--- src/rtl/can_tx_pkg.sv ---
package can_tx_pkg;

    localparam int ID_W         = 11;
    localparam int DLC_W        = 4;
    localparam int CRC_W        = 15;
    localparam int HDR_BITS     = 1 + ID_W + 3 + DLC_W;   // start, id, three control bits, length code
    localparam int TAIL_BITS    = 10;                     // crc delim, ack slot, ack delim, 7 eof
    localparam int ACK_TAIL_IDX = 1;
    localparam int STUFF_RUN    = 5;

    typedef enum logic [1:0] {
        RES_OK       = 2'd0,
        RES_BUS_ERR  = 2'd1,
        RES_ARB_LOST = 2'd2,
        RES_NO_ACK   = 2'd3
    } tx_result_e;

    typedef enum logic [1:0] {
        PH_IDLE  = 2'd0,
        PH_FRAME = 2'd1,
        PH_TAIL  = 2'd2
    } tx_phase_e;

endpackage

--- src/rtl/can_bit_timer.sv ---
module can_bit_timer #(
    parameter int BT_W = 16
) (
    input  logic            clk,
    input  logic            rst_n,
    input  logic            run_i,
    input  logic [BT_W-1:0] bit_time_i,
    output logic            sample_o,
    output logic            end_o
);

    logic [BT_W-1:0] cnt_d, cnt_q;

    assign sample_o = run_i && (cnt_q == (bit_time_i >> 1));
    assign end_o    = run_i && (cnt_q == (bit_time_i - BT_W'(1)));

    always_comb begin
        cnt_d = cnt_q;
        if (!run_i || end_o) begin
            cnt_d = '0;
        end else begin
            cnt_d = cnt_q + BT_W'(1);
        end
    end

    always_ff @(posedge clk or negedge rst_n) begin
        if (!rst_n) begin
            cnt_q <= '0;
        end else begin
            cnt_q <= cnt_d;
        end
    end

    AST_SAMPLE_BEFORE_END: assert property (@(posedge clk) disable iff (!rst_n)
        sample_o |-> !end_o);

    AST_COUNT_IN_BIT: assert property (@(posedge clk) disable iff (!rst_n)
        run_i |-> (cnt_q < bit_time_i));

endmodule

--- src/rtl/can_crc15.sv ---
module can_crc15 #(
    parameter int           W    = 15,
    parameter logic [W-1:0] POLY = 15'h4599
) (
    input  logic         clk,
    input  logic         rst_n,
    input  logic         clear_i,
    input  logic         shift_i,
    input  logic         bit_i,
    output logic [W-1:0] crc_o
);

    logic [W-1:0] crc_d, crc_q;
    logic         fb;

    assign fb    = bit_i ^ crc_q[W-1];
    assign crc_o = crc_q;

    always_comb begin
        crc_d = crc_q;
        if (clear_i) begin
            crc_d = '0;
        end else if (shift_i) begin
            crc_d = {crc_q[W-2:0], 1'b0} ^ (fb ? POLY : '0);
        end
    end

    always_ff @(posedge clk or negedge rst_n) begin
        if (!rst_n) begin
            crc_q <= '0;
        end else begin
            crc_q <= crc_d;
        end
    end

endmodule

--- src/rtl/can_stuff_tracker.sv ---
module can_stuff_tracker #(
    parameter int RUN_LEN = 5
) (
    input  logic clk,
    input  logic rst_n,
    input  logic load_i,
    input  logic first_i,
    input  logic bit_i,
    output logic due_o
);

    localparam int RUN_W = $clog2(RUN_LEN + 1);

    logic [RUN_W-1:0] run_d, run_q;
    logic             last_d, last_q;

    assign due_o = (run_q == RUN_W'(RUN_LEN));

    always_comb begin
        run_d  = run_q;
        last_d = last_q;
        if (load_i) begin
            last_d = bit_i;
            if (first_i || (bit_i != last_q)) begin
                run_d = RUN_W'(1);
            end else begin
                run_d = run_q + RUN_W'(1);
            end
        end
    end

    always_ff @(posedge clk or negedge rst_n) begin
        if (!rst_n) begin
            run_q  <= '0;
            last_q <= 1'b1;
        end else begin
            run_q  <= run_d;
            last_q <= last_d;
        end
    end

    AST_RUN_BOUND: assert property (@(posedge clk) disable iff (!rst_n)
        run_q <= RUN_W'(RUN_LEN));

endmodule

--- src/rtl/can_frame_tx.sv ---
module can_frame_tx
    import can_tx_pkg::*;
#(
    parameter int DATA_BYTES = 8,
    parameter int BT_W       = 16
) (
    input  logic                    clk,
    input  logic                    rst_n,
    input  logic                    start_i,
    input  logic [ID_W-1:0]         id_i,
    input  logic [DATA_BYTES*8-1:0] data_i,
    input  logic [DLC_W-1:0]        nbytes_i,
    input  logic [BT_W-1:0]         bit_time_i,
    input  logic                    rx_i,
    output logic                    tx_o,
    output logic                    busy_o,
    output logic                    done_o,
    output logic [1:0]              result_o
);

    localparam int DATA_W = DATA_BYTES * 8;
    localparam int POS_W  = $clog2(HDR_BITS + DATA_W + CRC_W + 1);
    localparam int TAIL_W = $clog2(TAIL_BITS);
    localparam logic [POS_W-1:0]  HDR_P    = POS_W'(HDR_BITS);
    localparam logic [POS_W-1:0]  ARB_HI   = POS_W'(ID_W + 1);
    localparam logic [TAIL_W-1:0] TAIL_END = TAIL_W'(TAIL_BITS - 1);
    localparam logic [TAIL_W-1:0] ACK_IDX  = TAIL_W'(ACK_TAIL_IDX);

    typedef struct packed {
        tx_phase_e         phase;
        logic [POS_W-1:0]  pos;
        logic [TAIL_W-1:0] tail;
        logic              tx;
        logic              stuffed;
        logic [ID_W-1:0]   id;
        logic [DATA_W-1:0] data;
        logic [DLC_W-1:0]  nb;
        logic [BT_W-1:0]   bt;
        tx_result_e        result;
        logic              done;
    } tx_state_t;

    tx_state_t s_d, s_q;

    logic              tmr_sample, tmr_end;
    logic              crc_clear, crc_shift, crc_bit;
    logic [CRC_W-1:0]  crc_val;
    logic              st_load, st_first, st_bit, st_due;

    logic [POS_W-1:0]    nxt_pos, crc_start, frame_len;
    logic [HDR_BITS-1:0] hdr, hdr_sh;
    logic [DATA_W-1:0]   data_sh;
    logic [CRC_W-1:0]    crc_sh;
    logic                frame_bit;
    logic                in_arb;
    logic [DLC_W-1:0]    nb_in;

    can_bit_timer #(.BT_W(BT_W)) u_timer (
        .clk        (clk),
        .rst_n      (rst_n),
        .run_i      (s_q.phase != PH_IDLE),
        .bit_time_i (s_q.bt),
        .sample_o   (tmr_sample),
        .end_o      (tmr_end)
    );

    can_crc15 #(.W(CRC_W), .POLY(15'h4599)) u_crc (
        .clk     (clk),
        .rst_n   (rst_n),
        .clear_i (crc_clear),
        .shift_i (crc_shift),
        .bit_i   (crc_bit),
        .crc_o   (crc_val)
    );

    can_stuff_tracker #(.RUN_LEN(STUFF_RUN)) u_stuff (
        .clk     (clk),
        .rst_n   (rst_n),
        .load_i  (st_load),
        .first_i (st_first),
        .bit_i   (st_bit),
        .due_o   (st_due)
    );

    // Field boundaries and the unstuffed bit at the next position
    always_comb begin
        nb_in     = (nbytes_i > DLC_W'(DATA_BYTES)) ? DLC_W'(DATA_BYTES) : nbytes_i;
        nxt_pos   = s_q.pos + POS_W'(1);
        crc_start = HDR_P + (POS_W'(s_q.nb) << 3);
        frame_len = crc_start + POS_W'(CRC_W);
        hdr       = {1'b0, s_q.id, 3'b000, s_q.nb};
        hdr_sh    = hdr << nxt_pos;
        data_sh   = s_q.data << (nxt_pos - HDR_P);
        crc_sh    = crc_val << (nxt_pos - crc_start);
        if (nxt_pos < HDR_P) begin
            frame_bit = hdr_sh[HDR_BITS-1];
        end else if (nxt_pos < crc_start) begin
            frame_bit = data_sh[DATA_W-1];
        end else begin
            frame_bit = crc_sh[CRC_W-1];
        end
        in_arb = (s_q.phase == PH_FRAME) && !s_q.stuffed && s_q.tx &&
                 (s_q.pos >= POS_W'(1)) && (s_q.pos <= ARB_HI);
    end

    always_comb begin
        s_d       = s_q;
        s_d.done  = 1'b0;
        crc_clear = 1'b0;
        crc_shift = 1'b0;
        crc_bit   = 1'b0;
        st_load   = 1'b0;
        st_first  = 1'b0;
        st_bit    = 1'b0;

        case (s_q.phase)
            PH_IDLE: begin
                s_d.tx = 1'b1;
                if (start_i) begin
                    s_d.phase   = PH_FRAME;
                    s_d.pos     = '0;
                    s_d.tail    = '0;
                    s_d.tx      = 1'b0;
                    s_d.stuffed = 1'b0;
                    s_d.id      = id_i;
                    s_d.data    = data_i;
                    s_d.nb      = nb_in;
                    s_d.bt      = bit_time_i;
                    crc_clear   = 1'b1;
                    st_load     = 1'b1;
                    st_first    = 1'b1;
                    st_bit      = 1'b0;
                end
            end

            default: begin
                if (tmr_sample) begin
                    if (s_q.phase == PH_TAIL && s_q.tail == ACK_IDX) begin
                        if (rx_i) begin
                            s_d.phase  = PH_IDLE;
                            s_d.tx     = 1'b1;
                            s_d.done   = 1'b1;
                            s_d.result = RES_NO_ACK;
                        end
                    end else if (rx_i != s_q.tx) begin
                        s_d.phase  = PH_IDLE;
                        s_d.tx     = 1'b1;
                        s_d.done   = 1'b1;
                        s_d.result = in_arb ? RES_ARB_LOST : RES_BUS_ERR;
                    end
                end else if (tmr_end) begin
                    if (s_q.phase == PH_FRAME) begin
                        if (st_due) begin
                            s_d.tx      = ~s_q.tx;
                            s_d.stuffed = 1'b1;
                            st_load     = 1'b1;
                            st_bit      = ~s_q.tx;
                        end else if (nxt_pos < frame_len) begin
                            s_d.tx      = frame_bit;
                            s_d.pos     = nxt_pos;
                            s_d.stuffed = 1'b0;
                            st_load     = 1'b1;
                            st_bit      = frame_bit;
                            if (nxt_pos < crc_start) begin
                                crc_shift = 1'b1;
                                crc_bit   = frame_bit;
                            end
                        end else begin
                            s_d.phase   = PH_TAIL;
                            s_d.tail    = '0;
                            s_d.tx      = 1'b1;
                            s_d.stuffed = 1'b0;
                        end
                    end else begin
                        if (s_q.tail == TAIL_END) begin
                            s_d.phase  = PH_IDLE;
                            s_d.tx     = 1'b1;
                            s_d.done   = 1'b1;
                            s_d.result = RES_OK;
                        end else begin
                            s_d.tail = s_q.tail + TAIL_W'(1);
                        end
                    end
                end
            end
        endcase
    end

    always_ff @(posedge clk or negedge rst_n) begin
        if (!rst_n) begin
            s_q         <= '0;
            s_q.phase   <= PH_IDLE;
            s_q.tx      <= 1'b1;
            s_q.result  <= RES_OK;
        end else begin
            s_q <= s_d;
        end
    end

    assign tx_o     = s_q.tx;
    assign busy_o   = (s_q.phase != PH_IDLE);
    assign done_o   = s_q.done;
    assign result_o = s_q.result;

    AST_IDLE_RECESSIVE: assert property (@(posedge clk) disable iff (!rst_n)
        !busy_o |-> tx_o);

    AST_DONE_ENDS_BUSY: assert property (@(posedge clk) disable iff (!rst_n)
        done_o |-> (!busy_o && $past(busy_o)));

    AST_TAIL_RECESSIVE: assert property (@(posedge clk) disable iff (!rst_n)
        (s_q.phase == PH_TAIL) |-> tx_o);

    AST_STUFF_FLIPS: assert property (@(posedge clk) disable iff (!rst_n)
        (busy_o && $rose(s_q.stuffed)) |-> (tx_o != $past(tx_o)));

    AST_ARB_RELEASE: assert property (@(posedge clk) disable iff (!rst_n)
        (done_o && result_o == 2'd2) |-> (tx_o && $past(tx_o)));

    AST_START_IGNORED: assert property (@(posedge clk) disable iff (!rst_n)
        (busy_o && start_i && !tmr_sample && !tmr_end) |=> (busy_o && $stable(s_q.pos)));

    AST_RESULT_HOLD: assert property (@(posedge clk) disable iff (!rst_n)
        !done_o |-> $stable(result_o));

endmodule

--- config.mk ---
export PLATFORM = sky130hd
export DESIGN_NAME = can_frame_tx
export DESIGN_NICKNAME = d
export VERILOG_FILES = /design/src/rtl/can_tx_pkg.sv /design/src/rtl/can_bit_timer.sv /design/src/rtl/can_crc15.sv /design/src/rtl/can_stuff_tracker.sv /design/src/rtl/can_frame_tx.sv
export SDC_FILE = /design/constraint.sdc
export NUM_CORES = 1
export LEC_CHECK = 0
export BUFFER_PORTS_ARGS = -buffer_cell sky130_fd_sc_hd__buf_2
export CAP_MARGIN = 20
export CORE_UTILIZATION = 30
export DETAILED_ROUTE_END_ITERATION = 10
export HOLD_SLACK_MARGIN = 0.12
export PLACE_DENSITY_LB_ADDON = 0.08
export SYNTH_ARGS = -nofsm -noshare
export SYNTH_HDL_FRONTEND = slang
export SYNTH_SLANG_ARGS = --single-unit
export TNS_END_PERCENT = 50
--- constraint.sdc ---
create_clock -name clk -period 9.2 [get_ports clk]
set_input_delay 0.92 -clock clk [delete_from_list [all_inputs] [get_ports clk]]
set_output_delay 0.92 -clock clk [all_outputs]
set_load 0.1 [all_outputs]
==> impl_metrics.yaml <==
sta:
  tns_ps: 0
  hold_viol_final: 0
  slew_headroom: 0.392
  final_max_slew_viol_count: 0
  min_period_ps: 4170
  fmax_mhz: 240
  finClkSkew_ps: 14.5
  tightestPinTransition_ps: 909
  period_share: 0.453
  rsz0062_at_grt: "no"
  setup_viol: 0
floorplan:
  fp-row-count: 61
  dieArea_um2: 29500
  coreArea_um2: 28000
  initial_core_util: 0.308
  fp.dieW_um: 172
  fp.dieH_um: 172
  pin_count: 104
synthesis:
  syn_inst: 978
  syn_area_per_cell_um2: 8.83
  synth_fp_nets: 1096
  synth_edf_count: 0
  async_flop_share: 1.00
  synth_ff_type: "dfrtp_1"
  ys_types: 78
  ys_warn_count: 0
  synth-seq-cells: 148
  ys_seq_area_frac: 0.429
  syn_area_um2: 8630
run:
  drv_cap: 0
clocking:
  cts_root_buf: "clkbuf_16"
  max-clock-path-buffers: 2
  numCtsBuffers: 17
  htreeDepth: 4
  insertion_delay_ps: 450
  cts_resized: 0
  numClockSinks: 148
  tritoncts: "built"
  cts.reportedPaths.clkPinSlew_ps: 70
  cts_hold_buffers: 0
  cts_setup_buffers: 0
routing:
  drt_pass1_iterations: 4
  drtIter0Drc: 410
  postRouteAntennaNets: 0
  drc: 0
  avgViaCountPerCell: 4.72
  num_vias: 6762
  wl_per_cell_um: 15.6
  drt_wl_total_um: 22300
placement:
  routabilityCongestion: 0.768
  hpwl_um: 15400
  placed_cells: 1402
  io_buffer_count: 103
hold_path:
  hold_end: "s_q[29]"
  hp-start: "s_q[29]"
  hold_class: "flop to flop"
  worstHoldPathCells: 2
pwr:
  pwr_density_cell_nw_per_um2: 268
  vdd_ir_drop_max_mv: 0.131
  power.total_mw: 2.68
  p_leak_nw: 4.68
global_route:
  antenna_found_initial: 0
  grt_pass1_vias: 6762
  grt_max_degree: 81
  globalRoute.totalOverflow: 0
  track_usage: 0.165
  grt_pass1_wl_um: 37400
finish:
  stdcell_count: 1434
  fillers: 2952
  nNetsFinal: 1161
  syn2layout_area_growth_pct: 16.0
  drive_above_1_share: 0.177
  antenna_cells: 0
setup_path:
  worstReg2RegStart: "s_q[105]"
  r2r_setup_slack_ps: 5030
  worst-path-max-fanout: 12
  path_class: "flop to flop"
  cp_data_arrival_time_ps: 4480
  crit_path_end_kind: "flop"
  cp.required_ps: 9520
  r2r-end: "u_stuff.run_q[0]"
  cp-start-kind: "flop"
  worstRegToRegCells: 13
run_status:
  outcome: "finished clean"
==> registers in the layout, summed over array words and instances, names as in the netlist <==
signal,cells
u_timer.cnt_q,16
u_stuff.run_q,3
u_crc.crc_o,15
hdr,15
tx_o,1
u_stuff.last_q,1
done_o,1
result_o,2
s_q,94
==> synth_stat cells, types with 8 or more instances <==
| master | n | area (um2) |
|---|---|---|
| nand2_1 | 344 | 1290 |
| mux2i_1 | 11 | 110 |
| nor3_1 | 14 | 70.1 |
| xor2_1 | 40 | 350 |
| inv_1 | 12 | 45.0 |
| buf_2 | 12 | 60.1 |
| and3_1 | 8 | 50.1 |
| nand4_1 | 9 | 56.3 |
| nand2b_1 | 12 | 75.1 |
| or3_1 | 8 | 50.1 |
| mux4_2 | 22 | 495 |
| nor2_1 | 37 | 139 |
| dfrtp_1 | 146 | 3650 |
| nor4_1 | 9 | 56.3 |
| nand3b_1 | 10 | 75.1 |
| xnor2_1 | 28 | 245 |
| a21oi_1 | 25 | 125 |
| o21ai_0 | 29 | 145 |
| clkbuf_1 | 44 | 165 |
| ha_1 | 19 | 238 |
| nand3_1 | 27 | 135 |
| o21ai_1 | 14 | 70.1 |
==> per-layer routing <==
layer	track usage	wire (um)	vias to the layer above
met4	0.0485	321	0
met3	0.0361	644	19
met1	0.237	11500	3216
met5	0	0	-
met2	0.248	9880	83
li1	-	-	3444
==> worst max path at each step <==
stage,startpoint,endpoint
floorplan,s_q[104],u_crc.crc_o[10]
global placement,s_q[105],u_crc.crc_o[7]
detailed placement,s_q[105],u_crc.crc_o[3]
CTS,s_q[105],u_crc.crc_o[3]
global route,s_q[105],u_stuff.run_q[0]
finish,s_q[105],u_stuff.run_q[0]
==> kinds of logic after synthesis <==
family	after synthesis	synth area share
compound gates	123	0.0977
xor+xnor	69	0.0722
fa+ha+maj	19	0.0275
buf+inv	77	0.0374
flops	148	0.429
mux	35	0.0728
simple gates	507	0.263
==> critical path: stages, from the launching register on <==
cell and delay [ps]:
dfrtp_1 550, ha_1 500, nand3_1 280, or3_1 430, nand2_1 250, ha_1 330, a21o_1 180, a31o_2 250
a31oi_1 180, o221a_2 250, nand3_1 190, nand4bb_1 170, o2111ai_2 130, or3_1 360
==> area by class of cell <==
cell class | instances | area (um2) | area share
inverters | 13 | 48.8 | 0.00487
clock inverters | 15 | 163 | 0.0162
clock buffers | 17 | 425 | 0.0425
well taps | 378 | 473 | 0.0472
multi-input cells | 753 | 4620 | 0.462
flip-flops and latches | 148 | 3710 | 0.370
repair buffers | 110 | 574 | 0.0574
==> stage by stage <==
stage / instance area, um2 / worst slack [ps] / hold slack (ps) / utilization
3_5_place_dp: 9430 / 5050 / 459 / 0.336
4_1_cts: 10000 / 5010 / 476 / 0.357
5_1_grt: 10000 / 4700 / 491 / 0.357
6_report: 10000 / 5030 / 472 / 0.357
2_1_floorplan: 8630 / 5360 / 440 / -
3_3_place_gp: 9430 / 5210 / 453 / 0.336
==> placed cells by master, fill, tap and decap left out, types with 4 or more instances in the layout <==
master	Yosys	layout
nand2_1	344	343
dfrtp_1	146	145
buf_2	12	102
xor2_1	40	40
nor2_1	37	37
o21ai_0	29	29
xnor2_1	28	28
nand3_1	27	27
a21oi_1	25	25
mux4_2	22	22
ha_1	19	19
clkbuf_16	0	17
o21ai_1	14	14
nor3_1	14	14
inv_1	12	12
nand2b_1	12	12
mux2i_1	11	11
nand3b_1	10	10
nor4_1	9	9
nand4_1	9	9
or3_1	8	8
and3_1	8	8
buf_4	3	7
inv_6	0	5
o31ai_1	4	4
nor2b_1	4	4
o211ai_1	4	4
==> where the power goes <==
| group | switching (mW) | internal (mW) | total (mW) |
|---|---|---|---|
| clock | 0.321 | 0.385 | 0.706 |
| combinational | 0.553 | 0.370 | 0.923 |
| sequential | 0.185 | 0.865 | 1.05 |
(Power assumes the default switching activity.)
